`config.mk`:
```
export PLATFORM = sky130hd
export DESIGN_NAME = brcUnit
export DESIGN_NICKNAME = d
export VERILOG_FILES = /design/src/rtl/brc_pkg.sv /design/src/rtl/brcControl.sv /design/src/rtl/brcCompare.sv /design/src/rtl/brcDatapath.sv /design/src/rtl/brcUnit.sv
export SDC_FILE = /design/constraint.sdc
export NUM_CORES = 1
export LEC_CHECK = 0
export BUFFER_PORTS_ARGS = -buffer_cell sky130_fd_sc_hd__buf_2
export CAP_MARGIN = 30
export CORE_ASPECT_RATIO = 0.7
export CORE_MARGIN = 2
export CORE_UTILIZATION = 43
export CTS_CLUSTER_DIAMETER = 100
export DETAILED_ROUTE_END_ITERATION = 10
export HOLD_SLACK_MARGIN = 0.1
export PLACE_DENSITY_LB_ADDON = 0.05
export SETUP_SLACK_MARGIN = 0.02
export SYNTH_ARGS = -nofsm -noshare
export SYNTH_HDL_FRONTEND = slang
export SYNTH_SLANG_ARGS = --single-unit
```
`constraint.sdc`:
```
create_clock -name clk -period 11.05 [get_ports clk]
set_input_delay 1.105 -clock clk [delete_from_list [all_inputs] [get_ports clk]]
set_output_delay 1.105 -clock clk [all_outputs]
set_load 0.02 [all_outputs]
```
`src/rtl/brc_pkg.sv`:
```
package brc_pkg;

  typedef enum logic [3:0] {
    OP_ALWAYS = 4'h0,
    OP_EQ     = 4'h1,
    OP_GTU    = 4'h2,
    OP_GEU    = 4'h3,
    OP_ANYSET = 4'h4,
    OP_NE     = 4'h5,
    OP_GTS    = 4'h6,
    OP_GES    = 4'h7,
    OP_CALL   = 4'h8,
    OP_EXIT   = 4'h9,
    OP_LTU    = 4'hA,
    OP_LEU    = 4'hB,
    OP_LTS    = 4'hC,
    OP_LES    = 4'hD
  } brOp_e;

  typedef enum logic [3:0] {
    CND_NEVER, CND_ALWAYS, CND_EQ, CND_NE, CND_ANY,
    CND_GTU, CND_GEU, CND_LTU, CND_LEU,
    CND_GTS, CND_GES, CND_LTS, CND_LES
  } cond_e;

  localparam logic [2:0] CLS_WIDE   = 3'b101;
  localparam logic [2:0] CLS_NARROW = 3'b110;

  typedef struct packed {
    logic  active;
    logic  narrow;
    logic  useReg;
    cond_e cond;
    logic  call;
    logic  exitP;
    logic  illegal;
  } brStrobe_t;

endpackage

```
`src/rtl/brcControl.sv`:
```
module brcControl
  import brc_pkg::*;
(
  input  logic       inValid,
  input  logic [2:0] insnClass,
  input  logic [3:0] opCode,
  input  logic       srcSel,
  output brStrobe_t  stb
);

  logic classOk;
  assign classOk = (insnClass == CLS_WIDE) || (insnClass == CLS_NARROW);

  always_comb begin
    stb         = '0;
    stb.cond    = CND_NEVER;
    stb.active  = inValid && classOk;
    stb.narrow  = (insnClass == CLS_NARROW);
    stb.useReg  = srcSel;
    case (opCode)
      OP_ALWAYS: stb.cond = CND_ALWAYS;
      OP_EQ:     stb.cond = CND_EQ;
      OP_NE:     stb.cond = CND_NE;
      OP_ANYSET: stb.cond = CND_ANY;
      OP_GTU:    stb.cond = CND_GTU;
      OP_GEU:    stb.cond = CND_GEU;
      OP_LTU:    stb.cond = CND_LTU;
      OP_LEU:    stb.cond = CND_LEU;
      OP_GTS:    stb.cond = CND_GTS;
      OP_GES:    stb.cond = CND_GES;
      OP_LTS:    stb.cond = CND_LTS;
      OP_LES:    stb.cond = CND_LES;
      OP_CALL:   stb.call = 1'b1;
      OP_EXIT:   stb.exitP = 1'b1;
      default:   stb.illegal = 1'b1;
    endcase
  end

endmodule

```
`src/rtl/brcCompare.sv`:
```
module brcCompare #(
  parameter int XLEN     = 64,
  parameter int NARROW_W = 32
) (
  input  logic [XLEN-1:0] opA,
  input  logic [XLEN-1:0] opB,
  input  logic            narrow,
  output logic            isEq,
  output logic            isLtu,
  output logic            isLts,
  output logic            anySet
);

  logic [XLEN-1:0] aZ, bZ, aS, bS;

  generate
    if (NARROW_W < XLEN) begin : g_split
      localparam int PAD = XLEN - NARROW_W;
      always_comb begin
        if (narrow) begin
          aZ = {{PAD{1'b0}}, opA[NARROW_W-1:0]};
          bZ = {{PAD{1'b0}}, opB[NARROW_W-1:0]};
          aS = {{PAD{opA[NARROW_W-1]}}, opA[NARROW_W-1:0]};
          bS = {{PAD{opB[NARROW_W-1]}}, opB[NARROW_W-1:0]};
        end else begin
          aZ = opA;
          bZ = opB;
          aS = opA;
          bS = opB;
        end
      end
    end else begin : g_flat
      logic unusedNarrow;
      assign unusedNarrow = narrow;
      assign aZ = opA;
      assign bZ = opB;
      assign aS = opA;
      assign bS = opB;
    end
  endgenerate

  assign isEq   = (aZ == bZ);
  assign isLtu  = (aZ < bZ);
  assign isLts  = ($signed(aS) < $signed(bS));
  assign anySet = |(aZ & bZ);

endmodule

```
`src/rtl/brcDatapath.sv`:
```
module brcDatapath
  import brc_pkg::*;
#(
  parameter int XLEN       = 64,
  parameter int NARROW_W   = 32,
  parameter int PC_W       = 64,
  parameter int OFF_W      = 16,
  parameter int IMM_W      = 32,
  parameter int SLOT_BYTES = 8
) (
  input  logic             clk,
  input  logic             rstN,
  input  brStrobe_t        stb,
  input  logic [PC_W-1:0]  curPc,
  input  logic [XLEN-1:0]  dstVal,
  input  logic [XLEN-1:0]  srcVal,
  input  logic [OFF_W-1:0] offset,
  input  logic [IMM_W-1:0] imm,
  output logic             outValid,
  output logic             taken,
  output logic [PC_W-1:0]  nextPc,
  output logic             callFlag,
  output logic             exitFlag,
  output logic             illegal,
  output logic [IMM_W-1:0] callArg
);

  localparam int SHIFT = $clog2(SLOT_BYTES);
  localparam logic [PC_W-1:0] STEP = PC_W'(SLOT_BYTES);

  logic [XLEN-1:0] immExt, operandB;
  logic            isEq, isLtu, isLts, anySet;
  logic            condTrue;
  logic [PC_W-1:0] offPlus, branchTarget, seqPc, pcSel;

  assign immExt   = {{(XLEN-IMM_W){imm[IMM_W-1]}}, imm};
  assign operandB = stb.useReg ? srcVal : immExt;

  brcCompare #(.XLEN(XLEN), .NARROW_W(NARROW_W)) u_cmp (
    .opA   (dstVal),
    .opB   (operandB),
    .narrow(stb.narrow),
    .isEq  (isEq),
    .isLtu (isLtu),
    .isLts (isLts),
    .anySet(anySet)
  );

  always_comb begin
    case (stb.cond)
      CND_ALWAYS: condTrue = 1'b1;
      CND_EQ:     condTrue = isEq;
      CND_NE:     condTrue = !isEq;
      CND_ANY:    condTrue = anySet;
      CND_GTU:    condTrue = !isLtu && !isEq;
      CND_GEU:    condTrue = !isLtu;
      CND_LTU:    condTrue = isLtu;
      CND_LEU:    condTrue = isLtu || isEq;
      CND_GTS:    condTrue = !isLts && !isEq;
      CND_GES:    condTrue = !isLts;
      CND_LTS:    condTrue = isLts;
      CND_LES:    condTrue = isLts || isEq;
      default:    condTrue = 1'b0;
    endcase
  end

  assign offPlus      = {{(PC_W-OFF_W){offset[OFF_W-1]}}, offset} + PC_W'(1);
  assign branchTarget = curPc + (offPlus << SHIFT);
  assign seqPc        = curPc + STEP;

  always_comb begin
    if (condTrue)         pcSel = branchTarget;
    else if (stb.illegal) pcSel = curPc;
    else                  pcSel = seqPc;
  end

  always_ff @(posedge clk) begin
    if (!rstN) begin
      outValid <= 1'b0;
      taken    <= 1'b0;
      nextPc   <= '0;
      callFlag <= 1'b0;
      exitFlag <= 1'b0;
      illegal  <= 1'b0;
      callArg  <= '0;
    end else begin
      outValid <= stb.active;
      if (stb.active) begin
        taken    <= condTrue;
        nextPc   <= pcSel;
        callFlag <= stb.call;
        exitFlag <= stb.exitP;
        illegal  <= stb.illegal;
        callArg  <= imm;
      end
    end
  end

  a_r9_fallthrough: assert property (@(posedge clk) disable iff (!rstN)
    outValid && !taken && !illegal |-> nextPc == $past(curPc) + STEP);

  a_r13_illegal_holds: assert property (@(posedge clk) disable iff (!rstN)
    outValid && illegal |-> (nextPc == $past(curPc)) && !taken);

  a_r11_flags_exclusive: assert property (@(posedge clk) disable iff (!rstN)
    outValid |-> $onehot0({taken, callFlag, exitFlag, illegal}));

endmodule

```
`src/rtl/brcUnit.sv`:
```
module brcUnit
  import brc_pkg::*;
#(
  parameter int XLEN       = 64,
  parameter int NARROW_W   = 32,
  parameter int PC_W       = 64,
  parameter int OFF_W      = 16,
  parameter int IMM_W      = 32,
  parameter int SLOT_BYTES = 8
) (
  input  logic             clk,
  input  logic             rstN,
  input  logic             inValid,
  input  logic [2:0]       insnClass,
  input  logic [3:0]       opCode,
  input  logic             srcSel,
  input  logic [PC_W-1:0]  curPc,
  input  logic [XLEN-1:0]  dstVal,
  input  logic [XLEN-1:0]  srcVal,
  input  logic [OFF_W-1:0] offset,
  input  logic [IMM_W-1:0] imm,
  output logic             outValid,
  output logic             taken,
  output logic [PC_W-1:0]  nextPc,
  output logic             callFlag,
  output logic             exitFlag,
  output logic             illegal,
  output logic [IMM_W-1:0] callArg
);

  brStrobe_t stb;

  brcControl u_ctrl (
    .inValid  (inValid),
    .insnClass(insnClass),
    .opCode   (opCode),
    .srcSel   (srcSel),
    .stb      (stb)
  );

  brcDatapath #(
    .XLEN(XLEN), .NARROW_W(NARROW_W), .PC_W(PC_W),
    .OFF_W(OFF_W), .IMM_W(IMM_W), .SLOT_BYTES(SLOT_BYTES)
  ) u_dp (
    .clk     (clk),
    .rstN    (rstN),
    .stb     (stb),
    .curPc   (curPc),
    .dstVal  (dstVal),
    .srcVal  (srcVal),
    .offset  (offset),
    .imm     (imm),
    .outValid(outValid),
    .taken   (taken),
    .nextPc  (nextPc),
    .callFlag(callFlag),
    .exitFlag(exitFlag),
    .illegal (illegal),
    .callArg (callArg)
  );

  a_r2_valid_source: assert property (@(posedge clk) disable iff (!rstN)
    outValid |-> $past(inValid) &&
      ($past(insnClass) == CLS_WIDE || $past(insnClass) == CLS_NARROW));

  a_r2_hold_when_idle: assert property (@(posedge clk) disable iff (!rstN)
    !outValid |-> $stable(nextPc) && $stable(taken));

  a_r10_always_taken: assert property (@(posedge clk) disable iff (!rstN)
    outValid && $past(opCode) == 4'h0 |-> taken);

endmodule

```
## Yosys cells after proc, flatten, opt, wreduce, memory -nomap -nowiden

Cells that the tools add are included.

| cells by class | value |
|---|---|
| $add $sub $neg | 3 |
| order comparisons | 2 |
| equal/unequal tests | 28 |
| muxes and demuxes | 12 |
| bitwise operators | 1 |
| reductions and logical operators | 12 |

Operator list:

| kind | count |
|---|---|
| 2-to-1 mux 64 bit | 7 |
| < comparator 64 bit | 2 |
| adder 64 x 4 -> 64 bit (second input constant) | 1 |
| adder 64 bit | 1 |
| bitwise AND 64 bit | 1 |
| equality test 64 bit | 1 |
| OR reduction 64 bit | 1 |
| one-hot mux 4 bit (12 select lines) | 1 |
| equality test 4 bit (second input constant) | 11 |
| equality test 4 x 3 -> 1 bit (second input constant) | 8 |
| adder 16 x 2 -> 17 bit (second input constant) | 1 |
| equality test 4 x 2 -> 1 bit (second input constant) | 4 |
| OR reduction 14 bit | 1 |
| one-hot mux 1 bit (12 select lines) | 1 |
| equality test 4 x 1 -> 1 bit (second input constant) | 2 |
| equality test 3 bit (second input constant) | 2 |
| logical NOT 4 bit | 1 |
| logical AND 1 bit | 3 |
| logical NOT 1 bit | 3 |
| logical OR 1 bit | 3 |
| 2-to-1 mux 1 bit | 3 |

| word-level totals | value |
|---|---|
| bits in registers | 101 |
| bits of input ports | 251 |
| output and inout bits | 101 |

## Depth between registers and ports, before layout

| logic depth | value |
|---|---|
| depth after elaboration | 7 |
| mapped depth | 20 |
| depth with buffers taken out | 19 |

## Cells and area by module

Synthesis repeated with hierarchy kept, for this count alone.

| unflattened totals | value |
|---|---|
| cell total of the unflattened synthesis | 1912 |
| area total of the unflattened synthesis | 14079.8 µm² |

By module, submodules not included:

| module | times used | cells an instance | area each (µm²) | sequential area each (µm²) |
|---|---|---|---|---|
| brcDatapath | 1 | 1349 | 9878.2 | 2021.9 |
| brcCompare | 1 | 537 | 4012.6 | 0.0 |
| brcControl | 1 | 26 | 188.9 | 0.0 |

## Least setup slack after synthesis

No wires, ideal clock.

| path | value |
|---|---|
| path kind | in2reg |
| start | input offset[0] |
| end | register u_dp.nextPc[60] |
| data arrival time | 5.442 ns |
| slack | 5.520 ns |
| cell stages on the path | 20 |
| cell sequence | ha_1 -> nand2_1 -> nor2_1 -> and2_1 -> nand4_1 -> o21ai_1 -> inv_1 -> ha_1 -> buf_2 -> nand2_2 -> nor4_2 -> o211ai_1 -> a211oi_2 -> o2111ai_1 -> a211o_1 -> a211o_4 -> a21oi_4 -> o21ai_1 -> and4b_1 -> o32ai_2 |

| between the ends | value |
|---|---|
| cells in the longest elaborated chain, start to end | 3 |

Ends and longest elaborated chain:

| what | line | source |
|---|---|---|
| start: declaration | brcUnit.sv:20 | `input logic [OFF_W-1:0] offset,` |
| adder 16 x 2 -> 17 bit | brcDatapath.sv:67 | `assign offPlus = {{(PC_W-OFF_W){offset[OFF_W-1]}}, offset} + PC_W'(1);` |
| adder 64 bit | brcDatapath.sv:68 | `assign branchTarget = curPc + (offPlus << SHIFT);` |
| 2-to-1 mux 64 bit | brcDatapath.sv:72 | `if (condTrue) pcSel = branchTarget;` |
| end signal: assignment | brcDatapath.sv:90 | `nextPc <= pcSel;` |
| end: declaration | brcDatapath.sv:21 | `output logic [PC_W-1:0] nextPc,` |

Every way passes these cells.
A chain may end at the register's enable or synchronous reset.

## Worst setup path in the final report

| path | value |
|---|---|
| start | input offset[0] |
| end | register u_dp.nextPc[57] |

Same word-level chain as after synthesis.

==> run_results.csv <==
group,metric,value,unit
outcome,status,"complete, no violations",
clocking,ctsHtreeMaxLevel,3,
synthesis,synth_top_area_cell,"ha_1",
clocking,tritoncts,"yes",
worst_setup_path,setup.worst_path.end,"u_dp.nextPc[57]",
detailed_routing,wirelength,48360,microns
placement,dp_hpwl,38700,microns
die,start_util,44.10,%
sta,setup_viol,0,
worst_setup_path,cp_max_fo,44,
cells_and_area,fill_cells,3101,
sta,skew,0,ns
synthesis,avgSynthCellArea,7.075,sq um
clocking,cts_buffers,9,
detailed_routing,top_layer_used,"met5",
power_and_ir_drop,finalPower,1.420,mW
synthesis,synthFlopType,"dfxtp_1",
detailed_routing,drt-met1-wl,24270,microns
min_path,hold_path.class,"register to register",
sta,timing.final.crit_share,54.55,%
worst_setup_path,r2r_slack,10.17,ns
synthesis,synth_edf_count,0,
synthesis,synth.cell_area,0.01336,sq mm
worst_setup_path,reg2reg_from,"u_dp.nextPc[63]",
worst_setup_path,start_kind,"input pin",
die,ioPinCount,352,
synthesis,ys_warn_count,0,
power_and_ir_drop,power_switching,0.6109,mW
clocking,clock-sinks,101,
synthesis,post-synth-top-count-cell,"nand2_1",
power_and_ir_drop,internal_power,0.8094,mW
power_and_ir_drop,p_clk_share,23.7,%
power_and_ir_drop,p_seq_share,27.8,%
power_and_ir_drop,ir_worst_vdd,60.87,uV
grt,grtUsageTotal,29.36,%
grt,grt_pass1_vias,13477,
sta,finalCriticalPeriod,6.028,ns
detailed_routing,dr.pass1.iters,5,
synthesis,yosysTopAreaCellShare,20.78,%
detailed_routing,wl_met2,20120,microns
cells_and_area,final_cell_area,0.01575,sq mm
sta,slew_viol_final,0,
die,fp-row-count,53,
cells_and_area,syn_to_final_growth,17.82,%
cells_and_area,layout-drive-gt1-share,18.82,%
power_and_ir_drop,powerDensity,90.21,mW/mm^2
worst_setup_path,reg2regPathDepth,3,
worst_setup_path,endpoint_kind,"register",
grt,grt_max_degree,101,
detailed_routing,wl_met3,3147,microns
clocking,holdBufCountCts,0,
worst_setup_path,criticalPathCategory,"input pin to register",
synthesis,synth_cells,1889,
synthesis,syn_nets,2363,
detailed_routing,ant_nets,0,
die,core_area,0.03031,sq mm
cells_and_area,nNetsFinal,2658,
clocking,cts_resized,0,
detailed_routing,via_per_inst,5.530,
synthesis,synthDistinctLibCells,85,
worst_setup_path,crit_path_start,"offset[0]",
power_and_ir_drop,switching_share,43.01,%
synthesis,ys_ff_latch,101,
detailed_routing,routedWlPerCell,18.56,microns
die,die_h,151.5,microns
sta,rsz0062_at_grt,"no",
synthesis,synthTopCellsByArea,"ha_1 (21%), dfxtp_1 (15%), a21oi_1 (8.7%)",
detailed_routing,first_iter_violations,1121,
die,dieArea,0.03253,sq mm
clocking,clockBufferDepth,2,
worst_setup_path,crit_required,11.36,ns
detailed_routing,vias,14406,
placement,port_buffers,351,
synthesis,synth-seq-area-share,15.13,%
clocking,clkTransAtPathRegs,0.07,ns
grt,overflow,0,
sta,finalHoldViolCount,0,
sta,fmax,0.1659,GHz
clocking,cts-root-buf,"clkbuf_16",
power_and_ir_drop,combPwrFrac,48.4,%
detailed_routing,drc_errors,0,
sta,hold_ws,0.4524,ns
worst_setup_path,cp.arrival,6.33,ns
grt,antenna_found_initial,7,
sta,fin_tns_setup,0,ns
synthesis,async_flop_share,0,%
die,die_x,214.7,microns
synthesis,ys_top_cells_by_count,"nand2_1 (246), a21oi_1 (232), ha_1 (222)",
grt,grt_pass1_wl,75120,microns
clocking,post_cts_buffers,0,
power_and_ir_drop,leakagePower,7.960,nW
sta,slew_headroom,36.74,%
sta,worst_pin_slew,0.9402,ns
run,drv_cap,0,
clocking,clkLatencyLatePin,0.37,ns
placement,place_congestion,0.9389,
worst_setup_path,r2r_end,"u_dp.nextPc[63]",
placement,dpl_cell_area,0.01542,sq mm
-- cell usage in the layout (no fill, tap or decap), types with 6 or more instances in the layout --
cell type and n:
a21o_1 37, o21a_1 8, nor3_1 22, a21oi_1 232, dfxtp_1 101, xor2_1 57, buf_2 351, o211ai_1 9
buf_4 12, o21ai_0 111, a211oi_1 13, nand3_1 80, clkbuf_16 9, mux2i_1 38, a31oi_1 24, nand2_1 246
inv_1 161, nand4_1 40, and2_1 8, xnor2_1 70, nor4_1 24, nor2b_1 9, and3_1 21, ha_1 222
or3_1 10, o21bai_1 14, nand2b_1 9, o31ai_1 6, o21ai_1 8, o2111ai_1 6, nor2_1 140
-- registers in the layout, summed over array words and instances, names as in the netlist --
signal,cells
u_dp.callArg,32
u_dp.callFlag,1
u_dp.exitFlag,1
u_dp.illegal,1
u_dp.nextPc,64
u_dp.outValid,1
u_dp.taken,1
-- cells by family after synthesis --
| kind of cell | after synthesis | share of synthesized area [%] |
|---|---|---|
| xor gates and xnor gates | 127 | 8.323 |
| buffers and inverters | 243 | 7.228 |
| DFF | 101 | 15.13 |
| adders and majority gates | 223 | 20.93 |
| muxes | 40 | 3.015 |
| AOI/OAI and AO/OA | 512 | 22.74 |
| and+or+nand+nor | 643 | 22.63 |
-- critical path, stage by stage --
cell and delay, ns:
buf_2 0.13, ha_1 0.21, nand2_1 0.07, nor2_1 0.13
and2_1 0.19, nand4_1 0.16, o21ai_1 0.62, inv_1 0.08
buf_4 0.33, ha_1 0.52, nand4_1 0.21, nor3_1 0.30
o21ai_0 0.13, a21oi_1 0.18, o211ai_1 0.19, o21ai_0 0.53
a41oi_1 0.39, o31ai_1 0.40, xor2_1 0.20, a21oi_1 0.09
nor2_1 0.13
-- how the worst min path moves through the flow --
stage | startpoint | endpoint | slack (ns) | cells after the start
3_3_place_gp | u_dp.nextPc[0] | u_dp.nextPc[0] | 0.44 | 2
6_report | u_dp.callArg[0] | u_dp.callArg[0] | 0.45 | 2
2_1_floorplan | u_dp.exitFlag | u_dp.exitFlag | 0.53 | 2
5_1_grt | u_dp.callArg[5] | u_dp.callArg[5] | 0.47 | 2
3_5_place_dp | u_dp.nextPc[0] | u_dp.nextPc[0] | 0.44 | 2
4_1_cts | u_dp.nextPc[0] | u_dp.nextPc[0] | 0.46 | 2
-- stage by stage --
step | std cells | util (%) | setup slack [ns]
after floorplan | 1889 | - | 5.520
final | 2605 | 51.95 | 5.022
after global routing | 2605 | 51.95 | 4.637
after detailed placement | 2584 | 50.89 | 4.639
after global placement | 2583 | 50.79 | 4.698
after CTS | 2600 | 51.83 | 5.045
-- power by group through the flow --
stage,clock (mW),sequential [mW],combinational [mW]
6_report,0.337,0.395,0.688
5_1_grt,0.361,0.398,0.770
4_1_cts,0.348,0.395,0.678
3_5_place_dp,0,0.404,0.673
3_3_place_gp,0,0.403,0.667
2_1_floorplan,0,0.426,0.440
-- layout make-up --
cell class              count  area [sq um]  area share [%]
multi-input cells        1545         10400           66.06
clock inverters             5         43.79          0.2781
repair buffers            365          1902           12.08
well taps                 412         515.5           3.274
flip-flops and latches    101          2022           12.84
inverters                 162         608.1           3.862
clock buffers              11         242.7           1.542
diodes                      4         10.01         0.06357
-- layer usage --
layer | vias to the layer above | GRT usage [%]
met3 | 49 | 5.030
met4 | 4 | 6.667
met1 | 6653 | 43.01
met5 | - | 0
met2 | 473 | 44.63
li1 | 7227 | -
Power figures use the tool's default switching activity.
